### src/rtl/wp_pkg.sv
package wp_pkg;
  // Which candidate set the miss victim was drawn from.
  typedef enum logic [1:0] {
    GRP_FREE  = 2'd0,
    GRP_OTHER = 2'd1,
    GRP_OWN   = 2'd2,
    GRP_ANY   = 2'd3
  } grp_e;
endpackage

### src/rtl/wp_occupancy.sv
module wp_occupancy #(
  parameter int WAYS  = 16,
  parameter int CORES = 4,
  parameter int CIDW  = 2,
  parameter int QW    = 5
) (
  input  logic [WAYS-1:0]       way_valid,
  input  logic [WAYS*CIDW-1:0]  way_owner,
  input  logic [CIDW-1:0]       req_core,
  input  logic [CORES*QW-1:0]   core_quota,
  output logic [WAYS-1:0]       own_mask,
  output logic [WAYS-1:0]       other_mask,
  output logic                  quota_met
);

  function automatic logic [QW-1:0] pop_count(input logic [WAYS-1:0] m);
    logic [QW-1:0] n;
    n = '0;
    for (int i = 0; i < WAYS; i++) n = n + QW'(m[i]);
    return n;
  endfunction

  function automatic logic [QW-1:0] quota_of(input logic [CORES*QW-1:0] tbl,
                                             input logic [CIDW-1:0] c);
    logic [QW-1:0] q;
    q = '0;
    for (int k = 0; k < CORES; k++)
      if (CIDW'(k) == c) q = tbl[k*QW +: QW];
    return q;
  endfunction

  logic [QW-1:0] own_count;
  logic [QW-1:0] req_quota;

  for (genvar w = 0; w < WAYS; w++) begin : g_mask
    logic mine;
    assign mine          = (way_owner[w*CIDW +: CIDW] == req_core);
    assign own_mask[w]   = way_valid[w] &&  mine;
    assign other_mask[w] = way_valid[w] && !mine;
  end

  assign own_count = pop_count(own_mask);
  assign req_quota = quota_of(core_quota, req_core);
  assign quota_met = (own_count >= req_quota);

  // the two candidate groups split the valid lines with no overlap.
  always_comb begin
    p_groups_split_r3: assert (((own_mask & other_mask) == '0) &&
                               ((own_mask | other_mask) == way_valid))
      else $error("own/other groups do not partition the valid lines");
  end

endmodule

### src/rtl/wp_oldest_pick.sv
module wp_oldest_pick #(
  parameter int WAYS = 16,
  parameter int AW   = 4
) (
  input  logic [WAYS-1:0]    mask,
  input  logic [WAYS*AW-1:0] way_age,
  output logic [AW-1:0]      pick_way,
  output logic               pick_any
);

  function automatic logic [AW-1:0] age_at(input logic [WAYS*AW-1:0] ages,
                                           input logic [AW-1:0] w);
    logic [AW-1:0] a;
    a = '0;
    for (int i = 0; i < WAYS; i++)
      if (AW'(i) == w) a = ages[i*AW +: AW];
    return a;
  endfunction

  logic [AW-1:0] best_age;

  // Linear scan: strictly greater age wins, so ties keep the lower index.
  always_comb begin
    pick_way = '0;
    pick_any = 1'b0;
    best_age = '0;
    for (int w = 0; w < WAYS; w++) begin
      if (mask[w] && (!pick_any || (way_age[w*AW +: AW] > best_age))) begin
        pick_way = AW'(w);
        best_age = way_age[w*AW +: AW];
        pick_any = 1'b1;
      end
    end
  end

  // the picked way is a member and no member is older.
  always_comb begin
    p_pick_member_r5: assert (!pick_any || mask[pick_way])
      else $error("picked way is outside its candidate mask");
    p_pick_present_r5: assert (pick_any == (mask != '0))
      else $error("pick flag disagrees with mask");
    for (int w = 0; w < WAYS; w++) begin
      p_pick_oldest_r3: assert (!(pick_any && mask[w]) ||
                                (way_age[w*AW +: AW] <= age_at(way_age, pick_way)))
        else $error("a candidate is older than the picked way");
    end
  end

endmodule

### src/rtl/wp_lru_update.sv
module wp_lru_update #(
  parameter int WAYS = 16,
  parameter int CIDW = 2,
  parameter int AW   = 4
) (
  input  logic                 do_access,
  input  logic                 do_fill,
  input  logic [AW-1:0]        acc_way,
  input  logic [CIDW-1:0]      req_core,
  input  logic [WAYS-1:0]      way_valid,
  input  logic [WAYS*CIDW-1:0] way_owner,
  input  logic [WAYS*AW-1:0]   way_age,
  output logic [WAYS-1:0]      upd_valid,
  output logic [WAYS*CIDW-1:0] upd_owner,
  output logic [WAYS*AW-1:0]   upd_age
);

  // Age after an access: the accessed way becomes 0, younger ones step older.
  function automatic logic [AW-1:0] next_age(input logic [AW-1:0] age,
                                             input logic [AW-1:0] ref_age,
                                             input logic          is_acc);
    if (is_acc)           return '0;
    if (age < ref_age)    return age + AW'(1);
    return age;
  endfunction

  logic [AW-1:0] acc_age;

  always_comb begin
    acc_age = '0;
    for (int i = 0; i < WAYS; i++)
      if (AW'(i) == acc_way) acc_age = way_age[i*AW +: AW];
  end

  for (genvar w = 0; w < WAYS; w++) begin : g_way
    logic hit_me;
    logic fill_me;
    assign hit_me  = do_access && (acc_way == AW'(w));
    assign fill_me = do_fill   && hit_me;
    assign upd_valid[w]                = way_valid[w] | fill_me;
    assign upd_owner[w*CIDW +: CIDW]   = fill_me ? req_core : way_owner[w*CIDW +: CIDW];
    assign upd_age[w*AW +: AW]         = do_access ?
                                         next_age(way_age[w*AW +: AW], acc_age, hit_me) :
                                         way_age[w*AW +: AW];
  end

  always_comb begin
    p_idle_hold_r1: assert (do_access || ((upd_age == way_age) &&
                                          (upd_owner == way_owner) &&
                                          (upd_valid == way_valid)))
      else $error("metadata changed without an access");
    p_owner_kept_r8: assert (!(do_access && !do_fill) ||
                             ((upd_owner == way_owner) && (upd_valid == way_valid)))
      else $error("hit changed ownership or validity");
    for (int w = 0; w < WAYS; w++) begin
      p_mru_zero_r6: assert (!(do_access && (acc_way == AW'(w))) ||
                             (upd_age[w*AW +: AW] == '0))
        else $error("accessed way did not become most recent");
      p_age_bound_r7: assert (!do_access || (acc_way == AW'(w)) ||
                              (upd_age[w*AW +: AW] >= way_age[w*AW +: AW]))
        else $error("a non-accessed way became younger");
    end
  end

endmodule

### src/rtl/wp_victim_sel.sv
module wp_victim_sel #(
  parameter int WAYS  = 16,
  parameter int CORES = 4,
  localparam int CIDW = (CORES > 1) ? $clog2(CORES) : 1,
  localparam int AW   = (WAYS > 1) ? $clog2(WAYS) : 1,
  localparam int QW   = $clog2(WAYS + 1)
) (
  input  logic                 req_valid,
  input  logic                 req_hit,
  input  logic [AW-1:0]        hit_way,
  input  logic [CIDW-1:0]      req_core,
  input  logic [WAYS-1:0]      way_valid,
  input  logic [WAYS*CIDW-1:0] way_owner,
  input  logic [WAYS*AW-1:0]   way_age,
  input  logic [CORES*QW-1:0]  core_quota,
  output logic [AW-1:0]        victim_way,
  output logic [WAYS-1:0]      upd_valid,
  output logic [WAYS*CIDW-1:0] upd_owner,
  output logic [WAYS*AW-1:0]   upd_age
);
  import wp_pkg::*;

  localparam int NPICK = 3;  // 0: own lines, 1: other cores' lines, 2: all lines

  // Lowest-numbered empty way, with a found flag on top.
  function automatic logic [AW:0] first_free(input logic [WAYS-1:0] v);
    logic [AW:0] r;
    r = '0;
    for (int i = WAYS - 1; i >= 0; i--)
      if (!v[i]) r = {1'b1, AW'(i)};
    return r;
  endfunction

  function automatic logic [CIDW-1:0] owner_of(input logic [WAYS*CIDW-1:0] own,
                                               input logic [AW-1:0] w);
    logic [CIDW-1:0] c;
    c = '0;
    for (int i = 0; i < WAYS; i++)
      if (AW'(i) == w) c = own[i*CIDW +: CIDW];
    return c;
  endfunction

  logic [WAYS-1:0] own_mask;
  logic [WAYS-1:0] other_mask;
  logic            quota_met;
  logic            free_any;
  logic [AW-1:0]   free_way;
  logic [WAYS-1:0] pick_mask [NPICK];
  logic [AW-1:0]   pick_way  [NPICK];
  logic            pick_any  [NPICK];
  grp_e            grp;
  logic [AW-1:0]   miss_way;
  logic            do_fill;

  wp_occupancy #(
    .WAYS(WAYS), .CORES(CORES), .CIDW(CIDW), .QW(QW)
  ) u_occ (
    .way_valid  (way_valid),
    .way_owner  (way_owner),
    .req_core   (req_core),
    .core_quota (core_quota),
    .own_mask   (own_mask),
    .other_mask (other_mask),
    .quota_met  (quota_met)
  );

  assign pick_mask[0] = own_mask;
  assign pick_mask[1] = other_mask;
  assign pick_mask[2] = way_valid;

  for (genvar g = 0; g < NPICK; g++) begin : g_pick
    wp_oldest_pick #(.WAYS(WAYS), .AW(AW)) u_pick (
      .mask     (pick_mask[g]),
      .way_age  (way_age),
      .pick_way (pick_way[g]),
      .pick_any (pick_any[g])
    );
  end

  assign {free_any, free_way} = first_free(way_valid);

  // Empty way first, then the quota rule, then the whole set as a fallback.
  always_comb begin
    if (free_any)       grp = GRP_FREE;
    else if (quota_met) grp = pick_any[0] ? GRP_OWN   : GRP_ANY;
    else                grp = pick_any[1] ? GRP_OTHER : GRP_ANY;
  end

  always_comb begin
    unique case (grp)
      GRP_FREE:  miss_way = free_way;
      GRP_OWN:   miss_way = pick_way[0];
      GRP_OTHER: miss_way = pick_way[1];
      default:   miss_way = pick_way[2];
    endcase
  end

  assign victim_way = req_hit ? hit_way : miss_way;
  assign do_fill    = req_valid && !req_hit;

  wp_lru_update #(.WAYS(WAYS), .CIDW(CIDW), .AW(AW)) u_upd (
    .do_access (req_valid),
    .do_fill   (do_fill),
    .acc_way   (victim_way),
    .req_core  (req_core),
    .way_valid (way_valid),
    .way_owner (way_owner),
    .way_age   (way_age),
    .upd_valid (upd_valid),
    .upd_owner (upd_owner),
    .upd_age   (upd_age)
  );

  always_comb begin
    p_free_first_r2: assert (!(do_fill && free_any) || !way_valid[victim_way])
      else $error("valid line evicted while an empty way existed");
    p_take_other_r3: assert (!(do_fill && (grp == GRP_OTHER)) ||
                             (owner_of(way_owner, victim_way) != req_core))
      else $error("under quota but own line evicted");
    p_take_own_r4: assert (!(do_fill && (grp == GRP_OWN)) ||
                           (quota_met && (owner_of(way_owner, victim_way) == req_core)))
      else $error("at quota but foreign line evicted");
    p_fallback_r5: assert (grp != GRP_ANY ||
                           (pick_any[2] && (quota_met ? (own_mask == '0) : (other_mask == '0))))
      else $error("fallback used while chosen group had lines");
    p_hit_way_r8: assert (!(req_valid && req_hit) || (victim_way == hit_way))
      else $error("hit access not steered to hit way");
  end

endmodule

### config.mk
export PLATFORM = sky130hd
export DESIGN_NAME = wp_victim_sel
export DESIGN_NICKNAME = d
export VERILOG_FILES = /design/src/rtl/wp_pkg.sv /design/src/rtl/wp_occupancy.sv /design/src/rtl/wp_oldest_pick.sv /design/src/rtl/wp_lru_update.sv /design/src/rtl/wp_victim_sel.sv
export SDC_FILE = /design/constraint.sdc
export NUM_CORES = 1
export LEC_CHECK = 0
export ABC_AREA = 1
export BUFFER_PORTS_ARGS = -buffer_cell sky130_fd_sc_hd__buf_2
export CORE_MARGIN = 2
export CORE_UTILIZATION = 60
export DETAILED_ROUTE_END_ITERATION = 12
export PLACE_DENSITY = 0.85
export SETUP_SLACK_MARGIN = 0.3
export SLEW_MARGIN = 20
export SYNTH_ARGS = -nofsm -noshare
export SYNTH_HDL_FRONTEND = slang
export SYNTH_SLANG_ARGS = --single-unit
### constraint.sdc
create_clock -name vclk -period 34.3
set_input_delay 1.715 -clock vclk [all_inputs]
set_output_delay 1.715 -clock vclk [all_outputs]
set_load 0.01 [all_outputs]
# Yosys cells after proc, flatten, opt, wreduce, memory -nomap -nowiden
# Cells that the tools add are included.
[totals] reg_bits=0 input_bits=140
[classes] addsub=31 magnitude_cmp=62 eq_ne=51 mux=323 n_bitwise=16 n_reduce_logical=220
[op_table] cell="4-bit two-way mux" n=166
[op_table] cell="4-bit greater-than comparator" n=45
[op_table] cell="1-bit logical AND" n=110
[op_table] cell="5-bit two-way mux" n=20
[op_table] cell="1-bit two-way mux" n=99
[op_table] cell="5-bit by 1-bit adder with 5-bit output" n=14
[op_table] cell="4-bit by 1-bit adder with 4-bit output (second input constant)" n=16
[op_table] cell="4-bit < comparator" n=16
[op_table] cell="1-bit zero test" n=62
[op_table] cell="2-bit two-way mux" n=25
[op_table] cell="1-bit logical OR" n=45
[op_table] cell="3-bit two-way mux" n=12
[op_table] cell="2-bit equality test" n=16
[op_table] cell="4-bit equality test (first input constant)" n=8
[op_table] cell="4-bit equality test (second input constant)" n=8
[op_table] cell="3-bit by 4-bit equality test with 1-bit output (first input constant)" n=4
[op_table] cell="4-bit by 3-bit equality test with 1-bit output (second input constant)" n=4
[op_table] cell="1-bit bitwise OR" n=16
[op_table] cell="4-bit case mux with 3 select lines" n=1
[op_table] cell="2-bit by 4-bit equality test with 1-bit output (first input constant)" n=2
[op_table] cell="4-bit by 2-bit equality test with 1-bit output (second input constant)" n=2
[op_table] cell="5-bit >= comparator" n=1
[op_table] cell="1-bit by 4-bit equality test with 1-bit output (first input constant)" n=1
[op_table] cell="2-bit equality test (first input constant)" n=2
[op_table] cell="7 further kinds" n=8

# Depth between registers and ports, before layout
[logic_depth] depth_word=93 ltp_mapped=188 ltp_nobuf=181

# Cells and area by module
# A second synthesis with hierarchy kept.
[hier_totals] hier_cells=2815 area_unflattened_um2=14787.9
[by_module_without_submodules] mod="wp_oldest_pick" instances=3 cells_per_inst=501 area_each_um2=2766.4 seq_area_each_um2=0.0
[by_module_without_submodules] mod="wp_lru_update" instances=1 cells_per_inst=866 area_each_um2=4399.2 seq_area_each_um2=0.0
[by_module_without_submodules] mod="wp_occupancy" instances=1 cells_per_inst=370 area_each_um2=1742.9 seq_area_each_um2=0.0
[by_module_without_submodules] mod="wp_victim_sel" instances=1 cells_per_inst=76 area_each_um2=346.6 seq_area_each_um2=0.0

# Worst setup path after synthesis
# OpenSTA, ideal clock, no wires.
[synth_path] path_type="in2out" startpoint="input port way_valid[0]" endpoint="output port upd_age[60]" t_arrival_ps=20661 slack_ps=11924 stages=146 n_path_buf=1 cell_sequence="buf_2 -> nand2_1 -> ha_1 -> nand2_1 -> o21bai_1 -> nand2_1 -> o21ai_0 -> nand2_1 -> nand2_1 -> nand2_1 -> o21ai_0 -> ha_1 -> nand2_1 -> o21bai_1 -> nand2_1 -> o21ai_0 -> o21ai_0 -> nand2_1 -> (+110 left out) -> nand2_1 -> nand2_2 -> inv_1 -> nor2_1 -> nand2_1 -> inv_1 -> a21oi_1 -> o2111ai_1 -> a2111oi_0 -> o211ai_1 -> nor3_1 -> nand3_1 -> a21oi_1 -> ha_1 -> a21oi_1 -> nand3_1 -> xor2_1 -> nor2_1"
[synth_between] elab_chain_cells=91
[synth_rtl] item="from (decl)" line="wp_victim_sel.sv:12" source="input logic [WAYS-1:0] way_valid,"
[synth_rtl] item="1-bit logical AND (on tied branches)" line="wp_occupancy.sv:38, wp_occupancy.sv:39"
[synth_rtl] item="4-bit two-way mux / 1-bit two-way mux (equally long branches)" line="wp_oldest_pick.sv:28" source="if (mask[w] && (!pick_any || (way_age[w*AW +: AW] > best_age))) begin"
[synth_rtl] item="4-bit greater-than comparator / 1-bit zero test (equally long branches)" line="wp_oldest_pick.sv:28"
[synth_rtl] item="1-bit logical OR" line="wp_oldest_pick.sv:28"
[synth_rtl] item="1-bit logical AND" line="wp_oldest_pick.sv:28"
[synth_rtl] item="4-bit two-way mux / 1-bit two-way mux (equally long branches)" line="wp_oldest_pick.sv:28"
[synth_rtl] item="4-bit greater-than comparator / 1-bit zero test (equally long branches)" line="wp_oldest_pick.sv:28"
[synth_rtl] item="1-bit logical OR" line="wp_oldest_pick.sv:28"
[synth_rtl] item="(+60 left out)"
[synth_rtl] item="named net victim_way[1]" line="wp_victim_sel.sv:16" source="output logic [AW-1:0] victim_way,"
[synth_rtl] item="4-bit zero test" line="wp_lru_update.sv:32" source="if (AW'(i) == acc_way) acc_age = way_age[i*AW +: AW];"
[synth_rtl] item="4-bit two-way mux (16 in series)" line="wp_lru_update.sv:32"
[synth_rtl] item="4-bit < comparator" line="wp_lru_update.sv:23" source="if (age < ref_age) return age + AW'(1);"
[synth_rtl] item="1-bit two-way mux (2 in series)" line="wp_lru_update.sv:23"
[synth_rtl] item="4-bit two-way mux" line="wp_lru_update.sv:24" source="return age;"
[synth_rtl] item="4-bit two-way mux (*)" line="wp_lru_update.sv:23"
[synth_rtl] item="4-bit two-way mux (*)" line="wp_lru_update.sv:42" source="assign upd_age[w*AW +: AW] = do_access ?"
[synth_rtl] item="to (decl)" line="wp_victim_sel.sv:19" source="output logic [WAYS*AW-1:0] upd_age"
# Mark *: on every way through the listed nets, which the timed path passes. The rest lies on a longest branch. The select of a mux whose other input is x is not followed.

# Worst setup path in the final report
[layout_path] startpoint="input port way_age[4]" endpoint="output port upd_age[60]"
[layout_between] elab_chain_cells=89
[layout_rtl] item="from (decl)" line="wp_victim_sel.sv:14" source="input logic [WAYS*AW-1:0] way_age,"
[layout_rtl] item="4-bit greater-than comparator" line="wp_oldest_pick.sv:28"
[layout_rtl] item="1-bit logical OR" line="wp_oldest_pick.sv:28"
[layout_rtl] item="1-bit logical AND" line="wp_oldest_pick.sv:28"
[layout_rtl] item="4-bit two-way mux / 1-bit two-way mux (equally long branches)" line="wp_oldest_pick.sv:28"
[layout_rtl] item="4-bit greater-than comparator / 1-bit zero test (equally long branches)" line="wp_oldest_pick.sv:28"
[layout_rtl] item="1-bit logical OR" line="wp_oldest_pick.sv:28"
[layout_rtl] item="1-bit logical AND" line="wp_oldest_pick.sv:28"
[layout_rtl] item="4-bit two-way mux / 1-bit two-way mux (equally long branches)" line="wp_oldest_pick.sv:28"
[layout_rtl] item="(+57 left out)"
[layout_rtl] item="4-bit two-way mux" line="wp_victim_sel.sv:98" source="assign victim_way = req_hit ? hit_way : miss_way;"
[layout_rtl] item="4-bit zero test" line="wp_lru_update.sv:32"
[layout_rtl] item="4-bit two-way mux (16 in series)" line="wp_lru_update.sv:32"
[layout_rtl] item="4-bit < comparator" line="wp_lru_update.sv:23"
[layout_rtl] item="1-bit two-way mux (2 in series)" line="wp_lru_update.sv:23"
[layout_rtl] item="4-bit two-way mux" line="wp_lru_update.sv:24"
[layout_rtl] item="4-bit two-way mux (*)" line="wp_lru_update.sv:23"
[layout_rtl] item="4-bit two-way mux (*)" line="wp_lru_update.sv:42"
# Every way passes the cells marked *; elsewhere a longest branch is shown, timed or not. The select of a mux whose other input is x is not followed.

==> metrics.cfg <==
[outcome]
status = completed

[timing]
drv_slew = 0
slew_headroom_pct = 39.20
final.min_clock_period_ps = 27240
tightest_slew_ps = 911.9
fin_tns_setup_ps = 0
fin_crit_sh_pct = 79.41
timing.fmax_ghz = 0.03671
final-hold-violation-count = 0
rsz0062_at_grt = false
setup_viol = 0

[floorplan]
dieArea_um2 = 23600
fp-row-count = 54
start_util_pct = 61.35
die_height_um = 153.6
die_w_um = 153.6
io_pins = 256
core-area_um2 = 21890

[flow_run]
cap_violations = 0

[layout]
nets = 3070
multi_input_area_um2 = 11660
synthToLayoutAreaGrowth_pct = 10.55
register_area_um2 = 0
nFillCells = 2155
clock_buffers = 0
antenna_cells = 0
seq_cell_count = 0
drive_gt1_share_pct = 15.30
postLayoutCellArea_um2 = 14850

[synth]
synth_area_um2 = 13430
netlist_instances = 2456
synth_area_leaders = ha_1, nand2_1, inv_1
synth.distinct_cells = 49
synth_top_cell_area_share_pct = 22.27
synth_top_cell_by_area = ha_1
ys_seq_area_share_pct = 0
synthesis.nets = 2845
synth_warnings = 0
syn_area_per_cell_um2 = 5.468

[worst_setup_path]
critPathCaptureType = output port
cpMaxStageDelayCell = o21ai_1
required_ps = 32580
slowest_delay_ps = 530
cp_common_cell = nand2_1
critPathKind = in -> out
cp.arrival_ps = 25520
cp_max_fo = 10
startpoint_type = input pin

[placement]
dp_hpwl_mm = 40.12
io_buffers = 256
place_congestion = 1.041
postPlaceCellArea_um2 = 14850

[power_and_ir_drop]
vdd_drop_max_v = 0.00003929
powerDensity_nw_per_um2 = 68.75
p_leak_nw = 9.039

[global_routing]
grt_pass1_vias = 16260
grt_usage_pct = 39.60
overflow = 0
antenna_found_initial = 0
grt_pass1_wl_mm = 78.38
grt_max_degree = 51

[route]
drt_pre_antenna_iters = 5
drt_iter0_drc = 1758
via_count = 17310
wl_per_cell_um = 16.47
vias_per_cell = 5.849
routed_wl_mm = 48.74
drc = 0
antenna_left = 0

[cts]
cts_setup_buffers = 0
cts_resized = 0
cts_hold_buf = 0

[hold_path]
min_path_type = in -> out

==> cell type report <==
type	count	share of cell area, %
well taps	280	2.360
repair buffers	264	9.034
multi-input cells	2017	78.51
inverters	398	10.10
==> power by group <==
group / switching (mW) / total [mW] / internal [mW]
registers: 0 / 0 / 0
logic: 0.647 / 1.02 / 0.373
clock network: 0 / 0 / 0
total: 0.647 / 1.02 / 0.373
==> through the flow <==
step           util, %  cells  hold WS [ps]  setup WS, ps  power (mW)
2_1_floorplan        -   2456          3550         11920      0.7694
3_3_place_gp     67.81   2959          3734          8161      0.9500
3_5_place_dp     67.82   2959          3739          7719      0.9965
4_1_cts          67.82   2959          3740          7650       1.001
5_1_grt          67.82   2959          3768          4780       1.172
6_report         67.82   2959          3738          7062       1.021
==> metal layers <==
metal  part of all wire, %  wire length, um  track usage [%]
met1                    38            18700            48.70
met2                    45            21910            66.58
met3                    10             5019            5.158
met4                   6.4             3107            22.32
met5                     0                0                0
==> Yosys cell counts (3+ instances only) <==
master,count
a21boi_0,5
a21oi_1,89
a22o_1,3
a31oi_1,4
and2_1,4
buf_1,4
buf_2,6
buf_6,13
clkbuf_1,12
clkbuf_4,4
clkinv_1,14
fa_1,10
ha_1,239
inv_1,366
inv_2,17
nand2_1,760
nand2_2,73
nand2_4,14
nand3_1,126
nand3_2,25
nand4_1,72
nor2_1,201
nor2_2,3
nor2_4,3
nor3_1,11
nor4_1,17
o211ai_1,8
o21a_1,3
o21ai_0,223
o21ai_1,23
o21bai_1,34
o22ai_1,4
or2_2,4
xnor2_1,37
xor2_1,3
==> cells in the final DEF (no fill, tap or decap), drive strengths merged <==
| cell | count |
|---|---|
| a2111oi | 1 |
| a211oi | 1 |
| a21boi | 5 |
| a21oi | 89 |
| a221oi | 2 |
| a22o | 3 |
| a2bb2oi | 2 |
| a31oi | 4 |
| and2 | 6 |
| and3 | 2 |
| buf | 264 |
| clkinv | 14 |
| fa | 10 |
| ha | 239 |
| inv | 384 |
| nand2 | 847 |
| nand3 | 151 |
| nand4 | 72 |
| nor2 | 208 |
| nor3 | 11 |
| nor4 | 17 |
| o2111ai | 2 |
| o211ai | 8 |
| o21a | 3 |
| o21ai | 246 |
| o21bai | 34 |
| o221ai | 2 |
| o22ai | 4 |
| o311ai | 1 |
| o31ai | 2 |
| or2 | 5 |
| xnor2 | 37 |
| xor2 | 3 |
==> kinds of logic (layout without fill, tap and decap cells) <==
logic type | count (synthesis) | in the layout | synth area share [%]
xor gates and xnor gates | 40 | 40 | 2.609
buffers and inverters | 439 | 662 | 13.26
adders and majority gates | 249 | 249 | 23.76
AOI/OAI and AO/OA | 409 | 409 | 16.67
and+or+nand+nor | 1319 | 1319 | 43.71
==> critical path, delay by kind of cell <==
kind                     cells  cell delay (ps)
AO/OA/AOI/OAI               60            10870
XOR/XNOR                     1              190
adder cells (fa/ha/maj)     16             5010
buffers and inverters       15             1620
AND/OR/NAND/NOR             62             6050
==> worst paths after layout <==
path              cells past startpoint       endpoint           from
hold / removal                        4  upd_owner[29]  way_owner[29]
setup / recovery                    154    upd_age[60]     way_age[4]
(Power assumes the default switching activity.)
